[src/rtl/smc_pkg.sv]
package smc_pkg;
  typedef enum logic [1:0] {
    ST_IDLE   = 2'd0,
    ST_SETUP  = 2'd1,
    ST_ACCESS = 2'd2,
    ST_END    = 2'd3
  } smc_state_t;
endpackage

[src/rtl/smc_req_shadow.sv]
// Holds the accepted request and the configuration sampled with it.
module smc_req_shadow #(
  parameter int ADDR_W = 16,
  parameter int DATA_W = 32,
  parameter int CNT_W  = 10,
  localparam int NB    = DATA_W / 8
) (
  input  logic              clk,
  input  logic              rst_n,
  input  logic              cap,
  input  logic              in_write,
  input  logic              in_lane,
  input  logic [ADDR_W-1:0] in_addr,
  input  logic [NB-1:0]     in_be,
  input  logic [DATA_W-1:0] in_wdata,
  input  logic [CNT_W-1:0]  in_acc,
  output logic              write_q,
  output logic              lane_q,
  output logic [ADDR_W-1:0] addr_q,
  output logic [NB-1:0]     be_q,
  output logic [DATA_W-1:0] wdata_q,
  output logic [CNT_W-1:0]  acc_q
);
  always_ff @(posedge clk or negedge rst_n) begin
    if (!rst_n) begin
      write_q <= 1'b0;
      lane_q  <= 1'b0;
      addr_q  <= '0;
      be_q    <= '0;
      wdata_q <= '0;
      acc_q   <= '0;
    end else if (cap) begin
      write_q <= in_write;
      lane_q  <= in_lane;
      addr_q  <= in_addr;
      be_q    <= in_be;
      wdata_q <= in_wdata;
      acc_q   <= in_acc;
    end
  end
endmodule

[src/rtl/smc_wait_timer.sv]
// Down counter: loaded with a count, reports when it has reached zero.
module smc_wait_timer #(
  parameter int CNT_W = 10
) (
  input  logic             clk,
  input  logic             rst_n,
  input  logic             load,
  input  logic [CNT_W-1:0] load_val,
  output logic             expired
);
  logic [CNT_W-1:0] cnt;

  always_ff @(posedge clk or negedge rst_n) begin
    if (!rst_n)              cnt <= '0;
    else if (load)           cnt <= load_val;
    else if (cnt != '0)      cnt <= cnt - CNT_W'(1);
  end

  assign expired = (cnt == '0);
endmodule

[src/rtl/smc_pin_drive.sv]
// Decodes the sequencer state into the memory control pins.
module smc_pin_drive #(
  parameter int NB = 4
) (
  input  smc_pkg::smc_state_t state,
  input  logic                write_q,
  input  logic                lane_q,
  input  logic [NB-1:0]       be_q,
  output logic                cs_n,
  output logic                we_n,
  output logic                oe_n,
  output logic [NB-1:0]       bls_n,
  output logic                dout_en
);
  import smc_pkg::*;

  logic active, access, lanes_on;

  assign active   = (state != ST_IDLE);
  assign access   = (state == ST_ACCESS);
  assign lanes_on = access && (write_q || lane_q);

  assign cs_n    = !active;
  assign we_n    = !(access && write_q);
  assign oe_n    = !(access && !write_q);
  assign dout_en = active && write_q;

  for (genvar i = 0; i < NB; i++) begin : g_lane
    assign bls_n[i] = !(lanes_on && be_q[i]);
  end
endmodule

[src/rtl/smc_cycle_seq.sv]
module smc_cycle_seq #(
  parameter int ADDR_W = 16,
  parameter int DATA_W = 32,
  parameter int DLY_W  = 4,
  parameter int WAIT_W = 5,
  parameter int EXT_W  = 10
) (
  input  logic                  clk,
  input  logic                  rst_n,
  input  logic                  cfg_lane_mode,
  input  logic                  cfg_long_wait,
  input  logic                  cfg_wr_lock,
  input  logic [DLY_W-1:0]      cfg_setup,
  input  logic [WAIT_W-1:0]     cfg_rd_wait,
  input  logic [WAIT_W-1:0]     cfg_wr_wait,
  input  logic [EXT_W-1:0]      cfg_long_cnt,
  input  logic                  req_valid,
  output logic                  req_ready,
  input  logic                  req_write,
  input  logic [ADDR_W-1:0]     req_addr,
  input  logic [DATA_W/8-1:0]   req_be,
  input  logic [DATA_W-1:0]     req_wdata,
  output logic                  rsp_valid,
  output logic                  rsp_err,
  output logic [DATA_W-1:0]     rsp_rdata,
  output logic                  mem_cs_n,
  output logic                  mem_we_n,
  output logic                  mem_oe_n,
  output logic [DATA_W/8-1:0]   mem_bls_n,
  output logic [ADDR_W-1:0]     mem_addr,
  output logic [DATA_W-1:0]     mem_dout,
  output logic                  mem_dout_en,
  input  logic [DATA_W-1:0]     mem_din
);
  import smc_pkg::*;

  localparam int NB    = DATA_W / 8;
  localparam int MW    = (WAIT_W > DLY_W) ? WAIT_W : DLY_W;
  localparam int CNT_W = (EXT_W > MW) ? EXT_W : MW;

  smc_state_t       state, state_nx;
  logic             accept, blocked, start;
  logic [CNT_W-1:0] acc_live, tmr_val;
  logic             tmr_load, expired;
  logic             write_q, lane_q;
  logic [NB-1:0]    be_q;
  logic [CNT_W-1:0] acc_q;
  logic [DATA_W-1:0] rdata_q;

  assign req_ready = (state == ST_IDLE);
  assign accept    = req_valid && req_ready;
  assign blocked   = accept && req_write && cfg_wr_lock;
  assign start     = accept && !blocked;

  // long wait replaces both normal counts
  always_comb begin
    if (cfg_long_wait)  acc_live = CNT_W'(cfg_long_cnt);
    else if (req_write) acc_live = CNT_W'(cfg_wr_wait);
    else                acc_live = CNT_W'(cfg_rd_wait);
  end

  smc_req_shadow #(.ADDR_W(ADDR_W), .DATA_W(DATA_W), .CNT_W(CNT_W)) u_shadow (
    .clk      (clk),
    .rst_n    (rst_n),
    .cap      (start),
    .in_write (req_write),
    .in_lane  (cfg_lane_mode),
    .in_addr  (req_addr),
    .in_be    (req_be),
    .in_wdata (req_wdata),
    .in_acc   (acc_live),
    .write_q  (write_q),
    .lane_q   (lane_q),
    .addr_q   (mem_addr),
    .be_q     (be_q),
    .wdata_q  (mem_dout),
    .acc_q    (acc_q)
  );

  always_comb begin
    state_nx = state;
    tmr_load = 1'b0;
    tmr_val  = acc_live;
    unique case (state)
      ST_IDLE: if (start) begin
        tmr_load = 1'b1;
        if (req_write && cfg_setup != '0) begin
          state_nx = ST_SETUP;
          tmr_val  = CNT_W'(cfg_setup) - CNT_W'(1);
        end else begin
          state_nx = ST_ACCESS;
          tmr_val  = acc_live;
        end
      end
      ST_SETUP: if (expired) begin
        state_nx = ST_ACCESS;
        tmr_load = 1'b1;
        tmr_val  = acc_q;
      end
      ST_ACCESS: if (expired) state_nx = ST_END;
      ST_END:    state_nx = ST_IDLE;
      default:   state_nx = ST_IDLE;
    endcase
  end

  smc_wait_timer #(.CNT_W(CNT_W)) u_timer (
    .clk      (clk),
    .rst_n    (rst_n),
    .load     (tmr_load),
    .load_val (tmr_val),
    .expired  (expired)
  );

  always_ff @(posedge clk or negedge rst_n) begin
    if (!rst_n) begin
      state     <= ST_IDLE;
      rsp_valid <= 1'b0;
      rsp_err   <= 1'b0;
      rdata_q   <= '0;
    end else begin
      state     <= state_nx;
      rsp_valid <= blocked || (state == ST_END);
      rsp_err   <= blocked;
      if (state == ST_ACCESS && expired && !write_q) rdata_q <= mem_din;
    end
  end

  assign rsp_rdata = rdata_q;

  smc_pin_drive #(.NB(NB)) u_pins (
    .state   (state),
    .write_q (write_q),
    .lane_q  (lane_q),
    .be_q    (be_q),
    .cs_n    (mem_cs_n),
    .we_n    (mem_we_n),
    .oe_n    (mem_oe_n),
    .bls_n   (mem_bls_n),
    .dout_en (mem_dout_en)
  );
endmodule

[config.mk]
export PLATFORM = sky130hd
export DESIGN_NAME = smc_cycle_seq
export DESIGN_NICKNAME = d
export VERILOG_FILES = /design/src/rtl/smc_pkg.sv /design/src/rtl/smc_req_shadow.sv /design/src/rtl/smc_wait_timer.sv /design/src/rtl/smc_pin_drive.sv /design/src/rtl/smc_cycle_seq.sv
export SDC_FILE = /design/constraint.sdc
export NUM_CORES = 1
export LEC_CHECK = 0
export BUFFER_PORTS_ARGS = -buffer_cell sky130_fd_sc_hd__buf_2
export CAP_MARGIN = 15
export CORE_AREA = 2 2 124 126
export CTS_CLUSTER_SIZE = 14
export DETAILED_ROUTE_END_ITERATION = 8
export DIE_AREA = 0 0 126 128
export PLACE_DENSITY = 0.58
export SYNTH_ARGS = -nofsm -noshare
export SYNTH_HDL_FRONTEND = slang
export SYNTH_SLANG_ARGS = --single-unit
[constraint.sdc]
create_clock -name clk -period 3.85 [get_ports clk]
set_input_delay 0.77 -clock clk [delete_from_list [all_inputs] [get_ports clk]]
set_output_delay 0.77 -clock clk [all_outputs]
set_load 0.01 [all_outputs]
==> impl_metrics.py <==
metrics = {
    "worst_setup_path": {
        "crit_required_ns": 4.09,
        "worstPathCellList": "inv_1 -> ha_1 -> or4b_1 -> or3_1 -> nor2_8 -> mux2_2",
        "cp.arrival_ns": 3.12,
        "ff2ff_setup_slack_ns": 0.96,
        "reg2reg_to": "rsp_rdata[16]",
        "r2r_cells": 6,
        "cp-start-kind": "flop",
        "cp_slowest_stage_delay_ns": 0.63,
        "path_class": "reg2reg",
        "cp_max_fo": 32,
        "cp-end-kind": "flop",
        "reg2reg_from": "u_timer.cnt[0]",
        "cpMaxStageDelayCell": "nor2_8",
    },
    "placement": {
        "routabilityCongestion": 0.789,
        "portBuffers": 205,
        "place_ws_ns": 0.970,
        "hpwlAfterDp_um": 9030,
    },
    "sta": {
        "fin_crit_ns": 2.89,
        "finClkSkew_ns": 0.0143,
        "hold_violations": 0,
        "fmax_ghz": 0.346,
        "setup_tns_ns": 0,
        "drv_slew": 0,
        "worst-slew-pin-transition_ns": 0.762,
        "fin_crit_sh": 0.750,
        "slew_headroom": 0.487,
        "rsz0062_at_grt": "no",
        "setup_ws_ns": 0.962,
        "setup_violations": 0,
    },
    "route": {
        "drt-wirelength-per-cell_um": 14.2,
        "ant_nets": 0,
        "num_vias": 4215,
        "drc_errors": 0,
        "drt-initial-drc-count": 136,
        "routed_wl_um": 12600,
        "vias_per_cell": 4.76,
        "firstDrtPassIters": 4,
    },
    "cts": {
        "cts_tree": "built",
        "clockBufferDepth": 2,
        "cts_hold_buf": 0,
        "clk_pin_slew_worst_paths_ns": 0.07,
        "htreeDepth": 3,
        "post_cts_buffers": 0,
        "clock-root-buffer": "clkbuf_16",
        "clkLatencyLatePin_ns": 0.36,
        "cts-buffers-inserted": 9,
        "clock_sinks": 110,
        "cts-resized-gates": 0,
    },
    "synth": {
        "synth.distinct_cells": 47,
        "async_reset_ff_frac": 1.00,
        "syn_nets": 623,
        "yosys.area.top_type": "dfrtp_1",
        "synth_top_area_frac": 0.541,
        "syn-cell-area_mm2": 0.00509,
        "netlist_instances": 499,
        "synth_warnings": 0,
        "ys_ff_latch": 110,
        "synth_edf_count": 0,
        "yosysSeqAreaShare": 0.541,
        "syn_area_per_cell_um2": 10.2,
        "ys_top_cells_by_area": "dfrtp_1 (54%), nand2_1 (14%), mux2_4 (8.8%), ha_1 (2.2%), mux2i_1 (2.0%)",
        "synthFlopType": "dfrtp_1",
    },
    "layout": {
        "n_fill_cell": 1469,
        "final_util": 0.442,
        "drive_above_1_share": 0.382,
        "seqCellArea_mm2": 0.00275,
        "n_antenna_cell": 0,
        "most-common-layout-cells": "buf_2 (204), nand2_1 (189), dfrtp_1 (110)",
        "multiInputGateArea_mm2": 0.00216,
        "num-nets-final": 816,
        "layout_commonest_cell": "buf_2",
        "area_growth_pct": 28.9,
    },
    "global_route": {
        "overflow": 0,
        "grt_pass1_wl_um": 20600,
        "grt_max_degree": 60,
        "antenna_found_initial": 1,
        "grt_pass1_vias": 4236,
        "track_usage": 0.159,
    },
    "floorplanning": {
        "num_rows": 45,
        "start_util": 0.343,
        "core_area_mm2": 0.0149,
        "dieArea_mm2": 0.0161,
        "die_h_um": 128,
        "io_pins": 206,
        "die_w_um": 126,
    },
    "hold_path": {
        "hold_path.class": "in2async",
    },
    "power": {
        "ir_drop_v": 0.000207,
        "powerDensity_mw_per_mm2": 345,
        "total_power_w": 0.00226,
        "p_leak_nw": 3.77,
    },
    "run": {
        "cap_violations": 0,
    },
    "run_status": {
        "status": "complete, no violations",
    },
}
[layout make-up]
type	instances	area share
well taps	188	0.0358
inverters	8	0.00457
multi-input cells	354	0.329
clock inverters	6	0.0112
clock buffers	10	0.0364
repair buffers	209	0.163
flip-flops and latches	110	0.419
[synthesized netlist by cell type, drive strengths merged, types with 8 or more instances]
cell type,instances
a21oi,9
buf,12
clkbuf,15
dfrtp,110
ha,9
inv,8
mux2,35
mux2i,10
nand2,189
nand3,10
nor2,14
o21ai,14
[critical path, delay by kind of cell, from the launching register on]
kind	cells	cell delay (ns)
adders and majority gates	1	0.16
muxes	1	0.41
buffers and inverters	1	0.13
and+or+nand+nor	3	1.66
DFF	1	0.40
[cells by family (layout without fill, tap and decap cells)]
family	after synthesis	in the layout	synth area share
adder cells (fa/ha/maj)	9	9	0.0221
AO/OA/AOI/OAI	56	56	0.0727
multiplexers	45	45	0.119
buffers and inverters	35	233	0.0381
AND/OR/NAND/NOR	236	236	0.194
XOR/XNOR	8	8	0.0138
flip-flops	110	110	0.541
[routing by layer]
| metal | wire length (µm) | vias up | share of wire | global-route usage |
|---|---|---|---|---|
| met3 | 1160 | 20 | 0.093 | 0.0630 |
| li1 | - | 2026 | - | - |
| met1 | 5480 | 1991 | 0.44 | 0.201 |
| met2 | 5680 | 176 | 0.45 | 0.247 |
| met4 | 223 | 2 | 0.018 | 0.0588 |
| met5 | 13 | - | 0.0010 | 0 |
[where the power goes]
group          switching (W)  total (W)  internal (W)
combinational      0.0000617   0.000121     0.0000596
sequential        0.00000426    0.00116       0.00116
clock               0.000447   0.000981      0.000533
total               0.000513    0.00226       0.00175
[worst max path at each step]
| stage | start | end | cells past startpoint |
|---|---|---|---|
| after floorplan | u_timer.cnt[0] | rsp_rdata[0] | 8 |
| after CTS | u_timer.cnt[0] | rsp_rdata[16] | 6 |
| after global routing | u_timer.cnt[0] | rsp_rdata[15] | 6 |
| after detailed placement | u_timer.cnt[0] | rsp_rdata[16] | 6 |
| final | u_timer.cnt[0] | rsp_rdata[16] | 6 |
| after global placement | u_timer.cnt[0] | rsp_rdata[15] | 6 |
[stage by stage]
step	instances	cell area (µm²)	hold slack, ns
2_1_floorplan	499	5090	0.441
3_3_place_gp	869	6250	0.454
3_5_place_dp	869	6250	0.458
4_1_cts	885	6560	0.471
5_1_grt	885	6560	0.496
6_report	885	6560	0.450
[state kept, by name, summed over array words and instances (netlist names)]
register	count
u_shadow.addr_q	16
rsp_valid	1
u_shadow.lane_q	1
rsp_err	1
u_shadow.write_q	1
u_shadow.acc_q	10
u_timer.cnt	10
state	2
u_shadow.wdata_q	32
rsp_rdata	32
u_shadow.be_q	4
(Power assumes the default switching activity.)
